`config.mk`:
```
export PLATFORM = sky130hd
export DESIGN_NAME = rmii_rx_stage
export DESIGN_NICKNAME = d
export VERILOG_FILES = /design/src/rtl/rmii_rx_pkg.sv /design/src/rtl/rmii_rx_sync.sv /design/src/rtl/rmii_rx_fifo.sv /design/src/rtl/rmii_rx_pacer.sv /design/src/rtl/rmii_rx_stage.sv
export SDC_FILE = /design/constraint.sdc
export NUM_CORES = 1
export LEC_CHECK = 0
export BUFFER_PORTS_ARGS = -buffer_cell sky130_fd_sc_hd__buf_2
export CORE_MARGIN = 2
export CORE_UTILIZATION = 31
export CTS_BUF_LIST = sky130_fd_sc_hd__clkbuf_2
export CTS_CLUSTER_DIAMETER = 80
export CTS_CLUSTER_SIZE = 8
export DETAILED_ROUTE_END_ITERATION = 6
export PLACE_DENSITY_LB_ADDON = 0.3
export SLEW_MARGIN = 0
export SYNTH_ARGS = -nofsm -noshare
export SYNTH_HDL_FRONTEND = slang
export SYNTH_SLANG_ARGS = --single-unit
```
`constraint.sdc`:
```
create_clock -name clk -period 4.2 [get_ports clk]
set_input_delay 0.21 -clock clk [delete_from_list [all_inputs] [get_ports clk]]
set_output_delay 0.21 -clock clk [all_outputs]
set_load 0.005 [all_outputs]
```
`src/rtl/rmii_rx_pkg.sv`:
```
package rmii_rx_pkg;
  typedef enum logic [2:0] {
    ST_IDLE,
    ST_ACTIVE,
    ST_DRAIN,
    ST_FALSE,
    ST_ENDED
  } rx_state_e;

  localparam logic [1:0] FALSE_SYM = 2'b10;
  localparam logic [1:0] QUIET_SYM = 2'b00;
endpackage

```
`src/rtl/rmii_rx_sync.sv`:
```
module rmii_rx_sync #(
  parameter int STAGES = 2
) (
  input  logic clk,
  input  logic rst_n,
  input  logic d_in,
  output logic d_out
);
  logic [STAGES-1:0] chain_q;

  always_ff @(posedge clk or negedge rst_n) begin
    if (!rst_n) chain_q <= '0;
    else        chain_q <= {chain_q[STAGES-2:0], d_in};
  end

  assign d_out = chain_q[STAGES-1];
endmodule

```
`src/rtl/rmii_rx_fifo.sv`:
```
module rmii_rx_fifo #(
  parameter int WIDTH = 8,
  parameter int DEPTH = 8
) (
  input  logic             clk,
  input  logic             rst_n,
  input  logic             wr_en,
  input  logic [WIDTH-1:0] wr_data,
  input  logic             rd_en,
  output logic [WIDTH-1:0] rd_data,
  output logic             empty,
  output logic             full
);
  localparam int AW = $clog2(DEPTH);
  localparam int CW = $clog2(DEPTH + 1);
  localparam logic [CW-1:0] FULL_CNT = CW'(DEPTH);

  logic [WIDTH-1:0] mem [DEPTH];
  logic [AW-1:0]    wp_q, rp_q;
  logic [CW-1:0]    cnt_q;

  assign empty   = (cnt_q == '0);
  assign full    = (cnt_q == FULL_CNT);
  assign rd_data = mem[rp_q];

  always_ff @(posedge clk) begin
    if (wr_en) mem[wp_q] <= wr_data;
  end

  always_ff @(posedge clk or negedge rst_n) begin
    if (!rst_n) begin
      wp_q  <= '0;
      rp_q  <= '0;
      cnt_q <= '0;
    end else begin
      if (wr_en) wp_q <= wp_q + 1'b1;
      if (rd_en) rp_q <= rp_q + 1'b1;
      case ({wr_en, rd_en})
        2'b10:   cnt_q <= cnt_q + 1'b1;
        2'b01:   cnt_q <= cnt_q - 1'b1;
        default: cnt_q <= cnt_q;
      endcase
    end
  end


  no_overflow_chk: assert property (@(posedge clk) disable iff (!rst_n)
    full |-> !wr_en);


  no_underflow_chk: assert property (@(posedge clk) disable iff (!rst_n)
    empty |-> !rd_en);
endmodule

```
`src/rtl/rmii_rx_pacer.sv`:
```
module rmii_rx_pacer #(
  parameter int SLOW_DIV = 10
) (
  input  logic clk,
  input  logic rst_n,
  input  logic slow_mode,
  input  logic clr,
  input  logic run,
  output logic tick
);
  localparam int CW = (SLOW_DIV > 1) ? $clog2(SLOW_DIV) : 1;
  localparam logic [CW-1:0] LAST = CW'(SLOW_DIV - 1);

  logic [CW-1:0] cnt_q;

  always_ff @(posedge clk or negedge rst_n) begin
    if (!rst_n)      cnt_q <= '0;
    else if (clr)    cnt_q <= '0;
    else if (run)    cnt_q <= (cnt_q == LAST) ? '0 : cnt_q + 1'b1;
  end

  assign tick = !slow_mode || (cnt_q == '0);
endmodule

```
`src/rtl/rmii_rx_stage.sv`:
```
module rmii_rx_stage
  import rmii_rx_pkg::*;
#(
  parameter int DATA_W     = 8,
  parameter int FIFO_DEPTH = 8,
  parameter int SLOW_DIV   = 10
) (
  input  logic              clk,
  input  logic              rst_n,
  input  logic              slow_mode,
  input  logic              carrier_in,
  input  logic              false_car,
  input  logic              in_valid,
  output logic              in_ready,
  input  logic [DATA_W-1:0] in_data,
  output logic [1:0]        rxd,
  output logic              crs_dv
);
  localparam int SYMS = DATA_W / 2;
  localparam int PW   = (SYMS > 1) ? $clog2(SYMS) : 1;

  rx_state_e st_q, st_d;
  logic              car_s;
  logic              tick, pace_clr, pace_run;
  logic              fifo_empty, fifo_full, pop, push;
  logic [DATA_W-1:0] fifo_data;
  logic [DATA_W-1:0] sh_q, sh_d;
  logic [PW-1:0]     ph_q, ph_d;
  logic              crs_q, crs_d;
  logic [1:0]        rxd_q, rxd_d;
  logic              started_q, started_d;
  logic              avail;
  logic [1:0]        cur_sym;

  rmii_rx_sync #(.STAGES(2)) u_sync (
    .clk(clk), .rst_n(rst_n), .d_in(carrier_in), .d_out(car_s)
  );

  assign push     = in_valid && !fifo_full;
  assign in_ready = !fifo_full;

  rmii_rx_fifo #(.WIDTH(DATA_W), .DEPTH(FIFO_DEPTH)) u_fifo (
    .clk(clk), .rst_n(rst_n),
    .wr_en(push), .wr_data(in_data),
    .rd_en(pop), .rd_data(fifo_data),
    .empty(fifo_empty), .full(fifo_full)
  );

  assign pace_run = (st_q != ST_IDLE);

  rmii_rx_pacer #(.SLOW_DIV(SLOW_DIV)) u_pacer (
    .clk(clk), .rst_n(rst_n), .slow_mode(slow_mode),
    .clr(pace_clr), .run(pace_run), .tick(tick)
  );

  assign avail   = (ph_q != '0) || !fifo_empty;
  assign cur_sym = (ph_q == '0) ? fifo_data[1:0] : sh_q[{ph_q, 1'b0} +: 2];

  always_comb begin
    st_d      = st_q;
    crs_d     = crs_q;
    rxd_d     = rxd_q;
    ph_d      = ph_q;
    sh_d      = sh_q;
    started_d = started_q;
    pop       = 1'b0;
    pace_clr  = 1'b0;
    case (st_q)
      ST_IDLE: begin
        crs_d = 1'b0;
        rxd_d = QUIET_SYM;
        if (car_s) begin
          crs_d     = 1'b1;
          pace_clr  = 1'b1;
          ph_d      = '0;
          started_d = 1'b0;
          if (false_car) begin
            st_d  = ST_FALSE;
            rxd_d = FALSE_SYM;
          end else begin
            st_d  = ST_ACTIVE;
          end
        end
      end
      ST_ACTIVE: begin
        if (tick) begin
          if (!ph_q[0] && !car_s) begin
            crs_d = 1'b0;
            if (avail) begin
              st_d  = ST_DRAIN;
              rxd_d = cur_sym;
              ph_d  = ph_q + 1'b1;
              if (ph_q == '0) begin
                pop  = 1'b1;
                sh_d = fifo_data;
              end
            end else begin
              st_d  = ST_IDLE;
              rxd_d = QUIET_SYM;
            end
          end else if (avail) begin
            crs_d     = 1'b1;
            started_d = 1'b1;
            rxd_d     = cur_sym;
            ph_d      = ph_q + 1'b1;
            if (ph_q == '0) begin
              pop  = 1'b1;
              sh_d = fifo_data;
            end
          end else if (started_q) begin
            st_d  = ST_ENDED;
            crs_d = 1'b0;
            rxd_d = QUIET_SYM;
          end else begin
            rxd_d = QUIET_SYM;
          end
        end
      end
      ST_DRAIN: begin
        if (tick) begin
          if (avail) begin
            crs_d = ph_q[0];
            rxd_d = cur_sym;
            ph_d  = ph_q + 1'b1;
            if (ph_q == '0) begin
              pop  = 1'b1;
              sh_d = fifo_data;
            end
          end else begin
            st_d  = ST_IDLE;
            crs_d = 1'b0;
            rxd_d = QUIET_SYM;
          end
        end
      end
      ST_FALSE: begin
        crs_d = 1'b1;
        rxd_d = FALSE_SYM;
        if (!car_s) begin
          st_d  = ST_IDLE;
          crs_d = 1'b0;
          rxd_d = QUIET_SYM;
        end
      end
      ST_ENDED: begin
        crs_d = 1'b0;
        rxd_d = QUIET_SYM;
        if (!car_s) st_d = ST_IDLE;
      end
      default: begin
        st_d  = ST_IDLE;
        crs_d = 1'b0;
        rxd_d = QUIET_SYM;
      end
    endcase
  end

  always_ff @(posedge clk or negedge rst_n) begin
    if (!rst_n) begin
      st_q      <= ST_IDLE;
      crs_q     <= 1'b0;
      rxd_q     <= QUIET_SYM;
      ph_q      <= '0;
      sh_q      <= '0;
      started_q <= 1'b0;
    end else begin
      st_q      <= st_d;
      crs_q     <= crs_d;
      rxd_q     <= rxd_d;
      ph_q      <= ph_d;
      sh_q      <= sh_d;
      started_q <= started_d;
    end
  end

  assign rxd    = rxd_q;
  assign crs_dv = crs_q;


  crs_rise_chk: assert property (@(posedge clk) disable iff (!rst_n)
    (car_s && st_q == ST_IDLE) |=> crs_q);


  slow_hold_chk: assert property (@(posedge clk) disable iff (!rst_n)
    (slow_mode && !tick && (st_q == ST_ACTIVE || st_q == ST_DRAIN)) |=> $stable(rxd_q));


  rxd_quiet_chk: assert property (@(posedge clk) disable iff (!rst_n)
    (!crs_q && st_q != ST_DRAIN) |-> (rxd_q == QUIET_SYM));


  false_no_pop_chk: assert property (@(posedge clk) disable iff (!rst_n)
    (st_q == ST_FALSE) |-> !pop);
endmodule

```
==> results of run 1 <==
==> flip-flops by register name, indices dropped and copies added, names as in the netlist <==
| register | cells |
|---|---|
| sh_q | 8 |
| rxd | 2 |
| st_q | 3 |
| ph_q | 2 |
| u_fifo.rp_q | 3 |
| u_fifo.cnt_q | 4 |
| u_pacer.cnt_q | 4 |
| started_q | 1 |
| u_sync.chain_q | 2 |
| u_fifo.mem | 64 |
| crs_dv | 1 |
| u_fifo.wp_q | 3 |
==> area by class of cell <==
class,instances,share of cell area [%]
clock buffer,9,0.940
clock inverter,7,2.43
inverter,10,0.783
multi-input combinational,165,29.3
sequential,97,57.3
tap,176,4.60
timing repair buffer,31,4.60
==> per-stage QoR <==
step	power, mW	area [µm²]
after floorplan	2.42	4250
after global placement	2.69	4510
after detailed placement	2.72	4510
after CTS	3.31	4790
after global routing	3.51	4790
final	3.24	4790
==> synth_stat cells (2+ instances only) <==
cell type	n
inv_1	9
nor4_1	2
nor3_1	7
nand3_1	4
nor2b_1	3
buf_1	2
o41ai_1	3
a21o_1	2
nand3b_1	2
clkbuf_1	9
mux2i_1	11
a211o_1	3
o32ai_1	2
a221oi_1	2
a21oi_1	10
mux4_2	18
ha_1	6
nand2b_1	7
a22oi_1	2
mux2_2	3
dfrtp_1	33
o21ai_0	15
a31oi_1	2
buf_6	2
nor2_1	13
edfxtp_1	64
nand2_1	27
xnor2_1	8
buf_2	2
==> power groups by stage <==
stage                     logic (mW)  clock network (mW)  registers (mW)
after global routing            1.28               0.632            1.60
after CTS                       1.15               0.596            1.56
final                           1.12               0.569            1.55
after global placement          1.12                   0            1.57
after floorplan                 1.03                   0            1.39
after detailed placement        1.14                   0            1.58
==> cell families (layout without fill, tap and decap cells) <==
kind of cell | count (synthesis) | after routing
xor+xnor | 9 | 9
mux | 32 | 32
fa+ha+maj | 7 | 7
simple gates | 69 | 69
buf+inv | 26 | 57
compound gates | 48 | 48
flops | 97 | 97
==> placed cells by master, fill, tap and decap left out, drive strengths merged, types with 4 or more instances in the layout <==
master,instances
nor3,7
nand2b,7
a21oi,10
inv,15
buf,19
clkbuf,9
nor2,13
ha,6
mux4,18
dlygate4sd3,12
mux2i,11
edfxtp,64
o21ai,15
xnor2,8
dfrtp,33
nand3,4
nand2,27
==> worst max-delay path by stage <==
| stage | from | to | slack, ns | depth (start not counted) |
|---|---|---|---|---|
| 4_1_cts | ph_q[0]$_DFFE_PN0P_ | u_fifo.cnt_q[3]$_DFFE_PN0P_ | 0.67 | 11 |
| 5_1_grt | ph_q[0]$_DFFE_PN0P_ | u_fifo.cnt_q[3]$_DFFE_PN0P_ | 0.41 | 11 |
| 6_report | ph_q[0]$_DFFE_PN0P_ | u_fifo.cnt_q[3]$_DFFE_PN0P_ | 0.71 | 11 |
| 2_1_floorplan | ph_q[0]$_DFFE_PN0P_ | u_fifo.cnt_q[3]$_DFFE_PN0P_ | 1.12 | 14 |
| 3_5_place_dp | ph_q[0]$_DFFE_PN0P_ | u_fifo.cnt_q[3]$_DFFE_PN0P_ | 0.70 | 11 |
| 3_3_place_gp | ph_q[0]$_DFFE_PN0P_ | u_fifo.cnt_q[3]$_DFFE_PN0P_ | 0.87 | 11 |
==> per-layer routing <==
layer  vias to the layer above  routed length (µm)  global-route usage [%]
met5                         -                   0                       0
met3                        10                 286                    3.15
met4                         0                  71                    3.92
li1                       1141                   -                       -
met1                      1222                3630                    15.5
met2                        36                3910                    19.1
==> worst max-delay path: cells and delay by family (launching register included) <==
| family | cells | cell delay, ns |
|---|---|---|
| xor+xnor | 1 | 0.14 |
| compound gates | 3 | 0.51 |
| buf+inv | 2 | 0.33 |
| fa+ha+maj | 3 | 0.83 |
| flops | 1 | 0.55 |
| mux | 1 | 0.23 |
| simple gates | 1 | 0.84 |
==> flow_summary.html, run 1 <==
<table>
<tr><th>Metric</th><th>Value</th></tr>
<tr><th colspan="2">Setup path</th></tr>
<tr><td>Critical Path, Cell by Cell</td><td>inv_1, ha_1, o41ai_1, or4_1, inv_2, ha_1, ha_1, a21o_1, a21oi_1, mux2i_1, xnor2_1</td></tr>
<tr><td>Arrival time at the worst endpoint</td><td>4.01 ns</td></tr>
<tr><td>Category of the most critical setup path</td><td>flop to flop</td></tr>
<tr><td>CP max stage delay</td><td>0.84 ns</td></tr>
<tr><td>Type of element launching the critical path</td><td>flop</td></tr>
<tr><td>Number of cells on the worst reg-to-reg path</td><td>11</td></tr>
<tr><td>Data required time at the worst endpoint</td><td>4.72 ns</td></tr>
<tr><td>Cell with the largest stage delay on the worst path</td><td>or4_1</td></tr>
<tr><td>Maximum fanout count along the critical path</td><td>19</td></tr>
<tr><td>Critical Path End Type</td><td>flop</td></tr>
<tr><td>Start of the worst register-to-register path</td><td>ph_q[0]$_DFFE_PN0P_</td></tr>
<tr><td>Endpoint of the worst-slack reg-to-reg timing path</td><td>u_fifo.cnt_q[3]$_DFFE_PN0P_</td></tr>
<tr><td>Reg-to-reg slack, setup</td><td>0.71 ns</td></tr>
<tr><td>Cell type with the highest occurrence count on the critical path</td><td>ha_1</td></tr>
<tr><th colspan="2">Global route</th></tr>
<tr><td>Global-route wire length before repair</td><td>13000 µm</td></tr>
<tr><td>Largest net degree at the start of global routing</td><td>34</td></tr>
<tr><td>Overflow after GRT</td><td>0</td></tr>
<tr><td>Number of global-route vias before repair</td><td>2410</td></tr>
<tr><td>Initial antenna violation count</td><td>0</td></tr>
<tr><td>Overall routing resource usage</td><td>11.9%</td></tr>
<tr><th colspan="2">Synth</th></tr>
<tr><td>Synth cell types</td><td>44</td></tr>
<tr><td>Mux share of post-synthesis cell area</td><td>12.9%</td></tr>
<tr><td>Synthesized area per cell</td><td>14.7 µm²</td></tr>
<tr><td>Top-area cell type share of the netlist area</td><td>45.3%</td></tr>
<tr><td>Largest cells by area after synthesis</td><td>edfxtp_1 (45%), dfrtp_1 (19%), mux4_2 (9.5%), mux2i_1 (2.6%), nand2_1 (2.4%)</td></tr>
<tr><td>Part of the Yosys area used for sequential elements</td><td>64.7%</td></tr>
<tr><td>Largest area contributor in the synthesized netlist</td><td>edfxtp_1</td></tr>
<tr><td>Post-synth EDFFs</td><td>64</td></tr>
<tr><td>Post-synthesis register bit count</td><td>97</td></tr>
<tr><td>Share of flip-flops with an asynchronous set or reset</td><td>34.0%</td></tr>
<tr><td>Xor/xnor share of the synthesized area</td><td>1.86%</td></tr>
<tr><td>Combinational family with the most area after synthesis</td><td>multiplexers</td></tr>
<tr><td>Warnings, synthesis</td><td>0</td></tr>
<tr><td>Simple logic cell fraction of the synthesized area</td><td>7.78%</td></tr>
<tr><td>Compound-cell area share of the yosys netlist</td><td>7.66%</td></tr>
<tr><td>Combined area of all synthesized cells</td><td>0.00425 mm²</td></tr>
<tr><td>Share of synthesized cell area in full adder, half adder and majority cells</td><td>2.24%</td></tr>
<tr><td>Most used DFF post-synth</td><td>edfxtp_1</td></tr>
<tr><td>Synthesized Nets</td><td>309</td></tr>
<tr><td>Post-Synthesis Cells</td><td>288</td></tr>
<tr><th colspan="2">Timing</th></tr>
<tr><td>Max-slew violation total from the final report</td><td>0</td></tr>
<tr><td>Max transition margin</td><td>37.3%</td></tr>
<tr><td>Clk_skew</td><td>0.0421 ns</td></tr>
<tr><td>Worst hold slack</td><td>0.139 ns</td></tr>
<tr><td>Final hold violation count</td><td>0</td></tr>
<tr><td>Period minus WS final</td><td>3.49 ns</td></tr>
<tr><td>Actual slew at the worst max-slew pin</td><td>0.936 ns</td></tr>
<tr><td>Final critical-path share of the clock period</td><td>83.0%</td></tr>
<tr><td>RSZ-0062 raised after global routing</td><td>false</td></tr>
<tr><td>Setup_tns</td><td>0 ns</td></tr>
<tr><td>Final critical-path setup slack</td><td>0.713 ns</td></tr>
<tr><td>Max Fclk</td><td>0.287 GHz</td></tr>
<tr><td>Number of failing setup endpoints in the final timing report</td><td>0</td></tr>
<tr><th colspan="2">Pwr</th></tr>
<tr><td>Power share of the sequential group</td><td>47.8%</td></tr>
<tr><td>Cell-internal power</td><td>2.06 mW</td></tr>
<tr><td>Clock network fraction of design power</td><td>17.5%</td></tr>
<tr><td>Power Density</td><td>677 mW/mm²</td></tr>
<tr><td>Net Sw Power</td><td>1.19 mW</td></tr>
<tr><td>Leakage</td><td>1.75 nW</td></tr>
<tr><td>Highest ir drop seen on vdd</td><td>0.256 mV</td></tr>
<tr><td>Comb pwr share</td><td>34.6%</td></tr>
<tr><td>Share of total power consumed by net switching</td><td>36.6%</td></tr>
<tr><th colspan="2">Die</th></tr>
<tr><td>Initial cell density of the core</td><td>31.9%</td></tr>
<tr><td>Area of the placeable core</td><td>0.0133 mm²</td></tr>
<tr><td>Standard-cell rows</td><td>42</td></tr>
<tr><td>Area enclosed by the die boundary</td><td>0.0146 mm²</td></tr>
<tr><td>Top Ports</td><td>18</td></tr>
<tr><td>Horizontal extent of the die</td><td>121 µm</td></tr>
<tr><td>Die Y-Extent</td><td>121 µm</td></tr>
<tr><th colspan="2">Layout</th></tr>
<tr><td>Cell Count, Final, Fillers Out</td><td>495</td></tr>
<tr><td>Synthesis-to-layout area growth</td><td>12.9%</td></tr>
<tr><td>Area taken by flip-flops and latches</td><td>0.00275 mm²</td></tr>
<tr><td># nets final</td><td>335</td></tr>
<tr><td>Proportion of layout cells with a drive suffix above 1</td><td>21.0%</td></tr>
<tr><td>Footprint of the multi-input gates</td><td>0.00141 mm²</td></tr>
<tr><td>Count of inserted antenna diode cells</td><td>0</td></tr>
<tr><td>Count of fill cells added during filler insertion</td><td>1282</td></tr>
<tr><td>Share of the core filled with cells in the final layout</td><td>36.0%</td></tr>
<tr><th colspan="2">Drt</th></tr>
<tr><td>Number of iterations in the first detailed-routing pass</td><td>4</td></tr>
<tr><td>Routed WL per cell</td><td>16.0 µm</td></tr>
<tr><td>Avg Vias per Cell</td><td>4.87</td></tr>
<tr><td>Number of DRC violations after detailed-routing iteration 0</td><td>179</td></tr>
<tr><td>Total number of vias</td><td>2409</td></tr>
<tr><td>Post-DRT Antenna Nets</td><td>0</td></tr>
<tr><td>DRC errors left</td><td>0</td></tr>
<tr><td>Final WL</td><td>7900 µm</td></tr>
<tr><th colspan="2">Hold path</th></tr>
<tr><td>Min-Delay Startpoint</td><td>slow_mode</td></tr>
<tr><td>Capture endpoint of the worst hold path</td><td>crs_dv$_DFFE_PN0P_</td></tr>
<tr><td>Worst hold path type</td><td>input pin to flop</td></tr>
<tr><td>Number of cells traversed by the worst hold path</td><td>4</td></tr>
<tr><th colspan="2">Clock tree</th></tr>
<tr><td>CTS tree</td><td>yes</td></tr>
<tr><td>Number of buffers inserted for hold repair after clock tree synthesis</td><td>12</td></tr>
<tr><td>Cell at the root of the clock tree</td><td>clkbuf_2</td></tr>
<tr><td>Number of clock sinks</td><td>97</td></tr>
<tr><td>Clock Latency Late Sink</td><td>0.59 ns</td></tr>
<tr><td>H-tree levels</td><td>3</td></tr>
<tr><td>Number of buffers inserted by post-CTS setup repair</td><td>0</td></tr>
<tr><td>Clock slew seen by the registers of the worst setup and hold paths</td><td>0.28 ns</td></tr>
<tr><td>Number of resized instances in the post-cts repair step</td><td>0</td></tr>
<tr><td>Number of CTS-inserted buffers</td><td>9</td></tr>
<tr><td>Deepest clock path buffer count</td><td>2</td></tr>
<tr><th colspan="2">Placement</th></tr>
<tr><td>Total half-perimeter wirelength after legalization and detailed placement</td><td>5080 µm</td></tr>
<tr><td>Place WS</td><td>0.700 ns</td></tr>
<tr><td>Placer's final routability congestion estimate</td><td>0.809</td></tr>
<tr><td>Number of buffers inserted by port buffering</td><td>17</td></tr>
<tr><td>Number of cells in the design after placement</td><td>467</td></tr>
<tr><th colspan="2">Flow run</th></tr>
<tr><td>Reported max-cap violation count</td><td>0</td></tr>
<tr><th colspan="2">Run status</th></tr>
<tr><td>Status</td><td>complete, no violations</td></tr>
</table>
No activity file was read; power rests on OpenSTA's default activity.
==> inputs of run 2 (changes only) <==
Settings changed: ABC_AREA from default to 1.
Clock period 4.2 ns to 3.43 ns, I/O delays scaled along.
==> run 2 against run 1 <==
  * Final area up 0.76%
  * Critical path depth rose by 2
  * Hold slack improved by 0.035 ns
  * Power grew 19%
  * Die area is 1.6% higher
  * Global-route usage grew 0.78 points
  * Cell count up 26%
  * Non-clock buffer count up 5
  * Synthesized cell count grew 40%
  * Setup slack improved by 0.080 ns
  * Highest routed layer unchanged
==> flow_summary.html, run 2 <==
<table>
<tr><th>Metric</th><th>Value</th></tr>
<tr><th colspan="2">Die</th></tr>
<tr><td>Initial cell density of the core</td><td>31.5%</td></tr>
<tr><td>Area enclosed by the die boundary</td><td>0.0149 mm²</td></tr>
<tr><td>Top Ports</td><td>18</td></tr>
<tr><td>Die Y-Extent</td><td>122 µm</td></tr>
<tr><td>Area of the placeable core</td><td>0.0137 mm²</td></tr>
<tr><td>Standard-cell rows</td><td>43</td></tr>
<tr><td>Horizontal extent of the die</td><td>122 µm</td></tr>
<tr><th colspan="2">Drt</th></tr>
<tr><td>Final WL</td><td>8680 µm</td></tr>
<tr><td>DRC errors left</td><td>0</td></tr>
<tr><td>Routed WL per cell</td><td>14.0 µm</td></tr>
<tr><td>Post-DRT Antenna Nets</td><td>0</td></tr>
<tr><td>Avg Vias per Cell</td><td>4.60</td></tr>
<tr><td>Number of iterations in the first detailed-routing pass</td><td>4</td></tr>
<tr><td>Total number of vias</td><td>2861</td></tr>
<tr><td>Number of DRC violations after detailed-routing iteration 0</td><td>169</td></tr>
<tr><th colspan="2">Setup path</th></tr>
<tr><td>Critical Path, Cell by Cell</td><td>clkinv_1, ha_1, nand2_1, nor2_8, ha_1, ha_1, nand2_1, nand2_1, a21oi_1, nor2_1, nor2_1, nand2_1, xor2_1</td></tr>
<tr><td>Arrival time at the worst endpoint</td><td>3.10 ns</td></tr>
<tr><td>Family of cells with the greatest summed delay on the critical path</td><td>adder cells</td></tr>
<tr><td>Critical Path End Type</td><td>flop</td></tr>
<tr><td>Cell type with the highest occurrence count on the critical path</td><td>nand2_1</td></tr>
<tr><td>Type of element launching the critical path</td><td>flop</td></tr>
<tr><td>Cell with the largest stage delay on the worst path</td><td>dfrtp_1</td></tr>
<tr><td>CP max stage delay</td><td>0.52 ns</td></tr>
<tr><td>Data required time at the worst endpoint</td><td>3.89 ns</td></tr>
<tr><td>Buffers &amp; Inverters on Critical Path</td><td>1</td></tr>
<tr><td>Category of the most critical setup path</td><td>flop to flop</td></tr>
<tr><td>Maximum fanout count along the critical path</td><td>19</td></tr>
<tr><th colspan="2">Timing</th></tr>
<tr><td>Final hold violation count</td><td>0</td></tr>
<tr><td>Final critical-path setup slack</td><td>0.793 ns</td></tr>
<tr><td>Number of failing setup endpoints in the final timing report</td><td>0</td></tr>
<tr><td>Max transition margin</td><td>33.8%</td></tr>
<tr><td>Max Fclk</td><td>0.379 GHz</td></tr>
<tr><td>Final critical-path share of the clock period</td><td>76.9%</td></tr>
<tr><td>Actual slew at the worst max-slew pin</td><td>0.989 ns</td></tr>
<tr><td>Setup_tns</td><td>0 ns</td></tr>
<tr><td>Max-slew violation total from the final report</td><td>0</td></tr>
<tr><td>Clk_skew</td><td>0.0396 ns</td></tr>
<tr><td>Period minus WS final</td><td>2.64 ns</td></tr>
<tr><td>RSZ-0062 raised after global routing</td><td>false</td></tr>
<tr><th colspan="2">Layout</th></tr>
<tr><td>Count of fill cells added during filler insertion</td><td>1378</td></tr>
<tr><td>Biggest registers after layout</td><td>u_fifo.mem (64), sh_q (8)</td></tr>
<tr><td>Synthesis-to-layout area growth</td><td>11.9%</td></tr>
<tr><td>Count of inserted antenna diode cells</td><td>0</td></tr>
<tr><td>Commonest cells after routing, fill and taps aside</td><td>nand2_1 (71), edfxtp_1 (64), nor2_1 (53)</td></tr>
<tr><td>Most frequent standard cell in the layout excluding fill and tap cells</td><td>nand2_1</td></tr>
<tr><td># nets final</td><td>459</td></tr>
<tr><td>Finished Cell Area</td><td>0.00483 mm²</td></tr>
<tr><td>Proportion of layout cells with a drive suffix above 1</td><td>13.3%</td></tr>
<tr><td>Top reg by flops</td><td>u_fifo.mem</td></tr>
<tr><td>Flip-flop count of the largest register, all copies and words added</td><td>64</td></tr>
<tr><th colspan="2">Synth</th></tr>
<tr><td>Share of flip-flops with an asynchronous set or reset</td><td>34.0%</td></tr>
<tr><td>Most common library cells after synthesis</td><td>nand2_1 (71), edfxtp_1 (64), nor2_1 (53), o21ai_0 (43)</td></tr>
<tr><td>Warnings, synthesis</td><td>0</td></tr>
<tr><td>Cell with the most instances after synthesis</td><td>nand2_1</td></tr>
<tr><td>Synthesized Nets</td><td>423</td></tr>
<tr><td>Post-synth EDFFs</td><td>64</td></tr>
<tr><td>Synthesized area per cell</td><td>10.7 µm²</td></tr>
<tr><td>Part of the Yosys area used for sequential elements</td><td>63.7%</td></tr>
<tr><td>Largest cells by area after synthesis</td><td>edfxtp_1 (45%), dfrtp_1 (19%), nand2_1 (6.2%), o21ai_0 (5.0%), nor2_1 (4.6%)</td></tr>
<tr><td>Post-synthesis register bit count</td><td>97</td></tr>
<tr><td>Top-area cell type share of the netlist area</td><td>44.5%</td></tr>
<tr><td>Combined area of all synthesized cells</td><td>0.00432 mm²</td></tr>
<tr><td>Post-Synthesis Cells</td><td>402</td></tr>
<tr><td>Synth cell types</td><td>41</td></tr>
<tr><td>Largest area contributor in the synthesized netlist</td><td>edfxtp_1</td></tr>
<tr><td>Most used DFF post-synth</td><td>edfxtp_1</td></tr>
<tr><th colspan="2">Pwr</th></tr>
<tr><td>Total power consumption of the routed design</td><td>3.85 mW</td></tr>
<tr><td>Power Density</td><td>798 mW/mm²</td></tr>
<tr><td>Highest ir drop seen on vdd</td><td>0.317 mV</td></tr>
<tr><td>Leakage</td><td>1.93 nW</td></tr>
<tr><th colspan="2">Placement</th></tr>
<tr><td>Area after DPL</td><td>0.00460 mm²</td></tr>
<tr><td>Total half-perimeter wirelength after legalization and detailed placement</td><td>5740 µm</td></tr>
<tr><td>Place WS</td><td>0.841 ns</td></tr>
<tr><td>Number of buffers inserted by port buffering</td><td>17</td></tr>
<tr><td>Placer's final routability congestion estimate</td><td>0.813</td></tr>
<tr><th colspan="2">Global route</th></tr>
<tr><td>Initial antenna violation count</td><td>0</td></tr>
<tr><td>Overflow after GRT</td><td>0</td></tr>
<tr><td>Largest net degree at the start of global routing</td><td>35</td></tr>
<tr><td>Number of global-route vias before repair</td><td>2876</td></tr>
<tr><td>Global-route wire length before repair</td><td>14200 µm</td></tr>
<tr><td>Overall routing resource usage</td><td>12.6%</td></tr>
<tr><th colspan="2">Clock tree</th></tr>
<tr><td>Deepest clock path buffer count</td><td>2</td></tr>
<tr><td>Clock Latency Late Sink</td><td>0.56 ns</td></tr>
<tr><td>Number of CTS-inserted buffers</td><td>9</td></tr>
<tr><td>CTS tree</td><td>yes</td></tr>
<tr><td>Clock slew seen by the registers of the worst setup and hold paths</td><td>0.27 ns</td></tr>
<tr><td>Number of clock sinks</td><td>97</td></tr>
<tr><td>Cell at the root of the clock tree</td><td>clkbuf_2</td></tr>
<tr><td>Number of resized instances in the post-cts repair step</td><td>0</td></tr>
<tr><td>H-tree levels</td><td>3</td></tr>
<tr><th colspan="2">Run status</th></tr>
<tr><td>Status</td><td>complete, no violations</td></tr>
<tr><th colspan="2">Hold path</th></tr>
<tr><td>Worst hold path type</td><td>input pin to async pin</td></tr>
<tr><th colspan="2">Flow run</th></tr>
<tr><td>Reported max-cap violation count</td><td>0</td></tr>
</table>
run 2: cell types whose count changed after synthesis, moves of 6 or more:
| cell | delta |
|---|---|
| clkbuf_1 | -6 |
| a21oi_1 | -6 |
| nor2_1 | +40 |
| o22ai_1 | +15 |
| nand2_1 | +44 |
| a31oi_1 | +6 |
| o21ai_0 | +28 |
| inv_1 | +24 |
| nand3_1 | +13 |
| mux2i_1 | -11 |
| nand2b_1 | -7 |
| mux4_2 | -18 |
| xnor2_1 | -7 |
run 2: power breakdown:
| part | internal, mW | switching [mW] |
|---|---|---|
| registers | 1.54 | 0.166 |
| logic | 0.555 | 1.10 |
| clock network | 0.106 | 0.388 |
| total | 2.20 | 1.66 |
run 2: through the flow:
| step | util [%] | hold WS (ns) | cells |
|---|---|---|---|
| final | 35.2 | 0.174 | 622 |
| after global routing | 35.2 | 0.166 | 622 |
| after CTS | 35.2 | 0.140 | 622 |
| after detailed placement | 33.5 | 0.283 | 594 |
| after global placement | 33.5 | 0.280 | 594 |
| after floorplan | - | -0.124 | 402 |
run 2: repair_timing:
item | in CTS | in global routing
hold buffers | 13 | 0
buffers inserted | 0 | 0
hold endpoints to repair | 106 | 0
run 2: logic make-up (layout without fill, tap and decap cells):
group | count (synthesis) | after routing | synth area share (%)
buf+inv | 50 | 90 | 5.10
compound gates | 80 | 80 | 10.8
simple gates | 161 | 161 | 16.9
fa+ha+maj | 7 | 7 | 2.20
xor+xnor | 7 | 7 | 1.42
flops | 97 | 97 | 63.7
run 2: cell type report:
class	count	area, µm²	share of cell area (%)
clock buffer	9	45.0	0.933
clock inverter	6	52.6	1.09
inverter	39	149	3.08
multi-input combinational	255	1350	27.9
sequential	97	2750	56.9
tap	180	225	4.66
timing repair buffer	36	260	5.39
run 2: metal layers:
metal  vias to the layer above  routed length, µm  global-route usage, %
met5                         -                  0                      0
met4                         0                106                   4.24
met3                        10                333                   3.28
met2                        46               4190                   21.5
met1                      1350               4050                   15.6
li1                       1455                  -                      -
run 2: worst paths after layout:
check	start	slack, ns	to	depth (start not counted)
worst max-delay path	ph_q[0]$_DFFE_PN0P_	0.79	u_fifo.cnt_q[3]$_DFFE_PN0P_	13
worst min-delay path	rst_n	0.17	u_fifo.cnt_q[0]$_DFFE_PN0P_	2
worst max register to register	ph_q[0]$_DFFE_PN0P_	0.79	u_fifo.cnt_q[3]$_DFFE_PN0P_	13
worst min register to register	u_sync.chain_q[0]$_DFF_PN0_	0.41	u_sync.chain_q[1]$_DFF_PN0_	0
max in group asynchronous	rst_n	2.77	u_fifo.cnt_q[2]$_DFFE_PN0P_	2
min in group clk	carrier_in	0.26	u_sync.chain_q[0]$_DFF_PN0_	2
run 2: worst reg2reg max path, cell delays in order (launching register included):
cell and delay [ns]:
dfrtp_1 0.52, clkinv_1 0.25, ha_1 0.30, nand2_1 0.20, nor2_8 0.12, ha_1 0.26
ha_1 0.28, nand2_1 0.06, nand2_1 0.05, a21oi_1 0.16, nor2_1 0.07, nor2_1 0.08
nand2_1 0.07, xor2_1 0.14
==> inputs of run 3 (changes only) <==
Clock period 3.43 ns to 2.6 ns, I/O delays scaled along.
==> run 3 against run 2 <==
  * Sequential power rose by 32%
  * Critical path depth stayed put
  * Maximum frequency grew 16%
  * Clock skew is 0.014 ns lower
  * Power increased by 34%
  * Non-clock buffer count grew 10
  * Register-to-register slack worse by 0.47 ns
  * Sequential share of layout area down 0.87 points
  * Via count is 1.6% higher
  * Clock power rose by 33%
  * Die area did not move
  * Critical endpoint unchanged
==> flow_summary.html, run 3 (synthesized netlist as in run 2, its figures left out) <==
<table>
<tr><th>Metric</th><th>Value</th></tr>
<tr><th colspan="2">Run status</th></tr>
<tr><td>Status</td><td>complete, no violations</td></tr>
<tr><th colspan="2">Timing</th></tr>
<tr><td>Setup_tns</td><td>0 ns</td></tr>
<tr><td>Actual slew at the worst max-slew pin</td><td>0.762 ns</td></tr>
<tr><td>Clk_skew</td><td>0.0253 ns</td></tr>
<tr><td>Final hold violation count</td><td>0</td></tr>
<tr><td>Worst hold slack</td><td>0.119 ns</td></tr>
<tr><td>Period minus WS final</td><td>2.28 ns</td></tr>
<tr><td>Max transition margin</td><td>49.2%</td></tr>
<tr><td>Max Fclk</td><td>0.439 GHz</td></tr>
<tr><td>Number of failing setup endpoints in the final timing report</td><td>0</td></tr>
<tr><td>RSZ-0062 raised after global routing</td><td>false</td></tr>
<tr><td>Final critical-path share of the clock period</td><td>87.6%</td></tr>
<tr><td>Max-slew violation total from the final report</td><td>0</td></tr>
<tr><th colspan="2">Layout</th></tr>
<tr><td>Flip-flop count of the largest register, all copies and words added</td><td>64</td></tr>
<tr><td>Top reg by flops</td><td>u_fifo.mem</td></tr>
<tr><td>Footprint of the multi-input gates</td><td>0.00135 mm²</td></tr>
<tr><td>Biggest registers after layout</td><td>u_fifo.mem (64), sh_q (8)</td></tr>
<tr><td>Cell Count, Final, Fillers Out</td><td>633</td></tr>
<tr><td>Synthesis-to-layout area growth</td><td>13.6%</td></tr>
<tr><td># nets final</td><td>469</td></tr>
<tr><td>Most frequent standard cell in the layout excluding fill and tap cells</td><td>nand2_1</td></tr>
<tr><td>Area taken by flip-flops and latches</td><td>0.00275 mm²</td></tr>
<tr><td>Commonest cells after routing, fill and taps aside</td><td>nand2_1 (71), edfxtp_1 (64), nor2_1 (53)</td></tr>
<tr><td>Count of inserted antenna diode cells</td><td>0</td></tr>
<tr><td>Proportion of layout cells with a drive suffix above 1</td><td>15.2%</td></tr>
<tr><td>Count of fill cells added during filler insertion</td><td>1366</td></tr>
<tr><th colspan="2">Global route</th></tr>
<tr><td>Overall routing resource usage</td><td>13.3%</td></tr>
<tr><td>Largest net degree at the start of global routing</td><td>35</td></tr>
<tr><td>Number of global-route vias before repair</td><td>2934</td></tr>
<tr><td>Global-route wire length before repair</td><td>14900 µm</td></tr>
<tr><td>Initial antenna violation count</td><td>0</td></tr>
<tr><td>Overflow after GRT</td><td>0</td></tr>
<tr><th colspan="2">Placement</th></tr>
<tr><td>Number of cells in the design after placement</td><td>604</td></tr>
<tr><td>Placer's final routability congestion estimate</td><td>0.871</td></tr>
<tr><td>Number of buffers inserted by port buffering</td><td>17</td></tr>
<tr><td>Total half-perimeter wirelength after legalization and detailed placement</td><td>5960 µm</td></tr>
<tr><th colspan="2">Clock tree</th></tr>
<tr><td>Clock slew seen by the registers of the worst setup and hold paths</td><td>0.27 ns</td></tr>
<tr><td>Deepest clock path buffer count</td><td>2</td></tr>
<tr><td>Clock Latency Late Sink</td><td>0.58 ns</td></tr>
<tr><td>Number of clock sinks</td><td>97</td></tr>
<tr><td>Number of CTS-inserted buffers</td><td>9</td></tr>
<tr><td>H-tree levels</td><td>3</td></tr>
<tr><td>CTS tree</td><td>yes</td></tr>
<tr><td>Number of buffers inserted by post-CTS setup repair</td><td>0</td></tr>
<tr><td>Cell at the root of the clock tree</td><td>clkbuf_2</td></tr>
<tr><td>Number of resized instances in the post-cts repair step</td><td>0</td></tr>
<tr><th colspan="2">Pwr</th></tr>
<tr><td>Leakage</td><td>1.98 nW</td></tr>
<tr><td>Comb pwr share</td><td>43.6%</td></tr>
<tr><td>Power Density</td><td>1050 mW/mm²</td></tr>
<tr><td>Cell-internal power</td><td>2.95 mW</td></tr>
<tr><td>Highest ir drop seen on vdd</td><td>0.357 mV</td></tr>
<tr><td>Share of total power consumed by net switching</td><td>42.7%</td></tr>
<tr><td>Power share of the sequential group</td><td>43.7%</td></tr>
<tr><td>Clock network fraction of design power</td><td>12.8%</td></tr>
<tr><td>Net Sw Power</td><td>2.20 mW</td></tr>
<tr><th colspan="2">Setup path</th></tr>
<tr><td>Path length in cells of the critical path</td><td>13</td></tr>
<tr><td>Category of the most critical setup path</td><td>flop to flop</td></tr>
<tr><td>Family of cells with the greatest summed delay on the critical path</td><td>adder cells</td></tr>
<tr><td>Critical Path, Cell by Cell</td><td>clkinv_1, ha_1, nand2_1, nor2_8, ha_1, ha_1, nand2_1, nand2_1, a21oi_1, nor2_1, nor2_1, nand2_1, xor2_1</td></tr>
<tr><td>CP max stage delay</td><td>0.52 ns</td></tr>
<tr><td>Type of element launching the critical path</td><td>flop</td></tr>
<tr><td>Buffers &amp; Inverters on Critical Path</td><td>1</td></tr>
<tr><td>Data required time at the worst endpoint</td><td>3.12 ns</td></tr>
<tr><td>Arrival time at the worst endpoint</td><td>2.80 ns</td></tr>
<tr><td>Number of cells on the worst reg-to-reg path</td><td>13</td></tr>
<tr><td>Maximum fanout count along the critical path</td><td>7</td></tr>
<tr><td>Start of the worst register-to-register path</td><td>ph_q[0]$_DFFE_PN0P_</td></tr>
<tr><td>Cell with the largest stage delay on the worst path</td><td>dfrtp_1</td></tr>
<tr><td>Cell type with the highest occurrence count on the critical path</td><td>nand2_1</td></tr>
<tr><td>Endpoint of the worst-slack reg-to-reg timing path</td><td>u_fifo.cnt_q[3]$_DFFE_PN0P_</td></tr>
<tr><td>Critical Path End Type</td><td>flop</td></tr>
<tr><td>Reg-to-reg slack, setup</td><td>0.32 ns</td></tr>
<tr><th colspan="2">Drt</th></tr>
<tr><td>Final WL</td><td>9110 µm</td></tr>
<tr><td>Number of iterations in the first detailed-routing pass</td><td>4</td></tr>
<tr><td>Post-DRT Antenna Nets</td><td>0</td></tr>
<tr><td>Total number of vias</td><td>2908</td></tr>
<tr><td>Number of DRC violations after detailed-routing iteration 0</td><td>210</td></tr>
<tr><td>Routed WL per cell</td><td>14.4 µm</td></tr>
<tr><td>DRC errors left</td><td>0</td></tr>
<tr><td>Avg Vias per Cell</td><td>4.59</td></tr>
<tr><th colspan="2">Die</th></tr>
<tr><td>Area of the placeable core</td><td>0.0137 mm²</td></tr>
<tr><td>Horizontal extent of the die</td><td>122 µm</td></tr>
<tr><td>Initial cell density of the core</td><td>31.5%</td></tr>
<tr><td>Die Y-Extent</td><td>122 µm</td></tr>
<tr><td>Area enclosed by the die boundary</td><td>0.0149 mm²</td></tr>
<tr><td>Top Ports</td><td>18</td></tr>
<tr><td>Standard-cell rows</td><td>43</td></tr>
<tr><th colspan="2">Flow run</th></tr>
<tr><td>Reported max-cap violation count</td><td>0</td></tr>
<tr><th colspan="2">Hold path</th></tr>
<tr><td>Worst hold path type</td><td>input pin to async pin</td></tr>
</table>
run 3: cell types whose count changed in the layout (fill, tap and decap cells not counted):
cell and change:
clkinvlp_4 +1, inv_6 +1, buf_4 +10, clkinv_1 +1, inv_8 -1, clkinv_4 -1
run 3: repair_timing:
action,in CTS,in global routing
hold buffers,13,0
endpoints found under the hold margin,106,0
setup endpoints to repair,0,0
run 3: how the worst max path moves through the flow:
stage / slack, ns / from / end
detailed placement: 0.30 / st_q[2]$_DFFE_PN0P_ / u_fifo.cnt_q[3]$_DFFE_PN0P_
floorplan: 0.21 / ph_q[0]$_DFFE_PN0P_ / u_fifo.cnt_q[3]$_DFFE_PN0P_
global placement: 0.37 / st_q[2]$_DFFE_PN0P_ / u_fifo.cnt_q[3]$_DFFE_PN0P_
CTS: 0.31 / ph_q[0]$_DFFE_PN0P_ / u_fifo.cnt_q[3]$_DFFE_PN0P_
global route: 0.06 / ph_q[0]$_DFFE_PN0P_ / u_fifo.cnt_q[3]$_DFFE_PN0P_
finish: 0.32 / ph_q[0]$_DFFE_PN0P_ / u_fifo.cnt_q[3]$_DFFE_PN0P_
run 3: worst reg2reg max path, cell delays in order, from the launching register on:
cell      delay [ns]
dfrtp_1         0.52
clkinv_1        0.12
ha_1            0.23
nand2_1         0.18
nor2_8          0.06
ha_1            0.23
ha_1            0.27
nand2_1         0.06
nand2_1         0.04
a21oi_1         0.16
nor2_1          0.06
nor2_1          0.08
nand2_1         0.06
xor2_1          0.14
run 3: cell type report:
type | count | share of cell area, %
inverters | 39 | 3.04
clock buffers | 9 | 0.919
repair buffers | 46 | 6.84
well taps | 180 | 4.59
multi-input cells | 255 | 27.5
clock inverters | 7 | 1.07
flip-flops and latches | 97 | 56.0
run 3: metrics by stage:
step                      setup WS [ns]  total power [mW]  instance area, µm²  utilization, %
after floorplan                   0.213              3.92                4320               -
after global placement            0.368              4.50                4680            34.1
after detailed placement          0.304              4.55                4680            34.1
after CTS                         0.308              5.24                4900            35.7
after global routing             0.0572              5.63                4900            35.7
final                             0.321              5.16                4900            35.7
run 3: per-layer routing:
| layer | up-vias | GRT usage [%] | routed length (µm) |
|---|---|---|---|
| met5 | - | 0 | 0 |
| met4 | 0 | 4.81 | 78 |
| met3 | 6 | 3.60 | 387 |
| met2 | 47 | 21.8 | 4410 |
| met1 | 1378 | 17.0 | 4230 |
| li1 | 1477 | - | - |
run 3: power by group through the flow:
stage	registers [mW]	clock network, mW	logic (mW)
detailed placement	2.29	0	2.26
finish	2.25	0.658	2.25
CTS	2.26	0.703	2.28
floorplan	2.22	0	1.70
global route	2.30	0.765	2.56
global placement	2.28	0	2.22
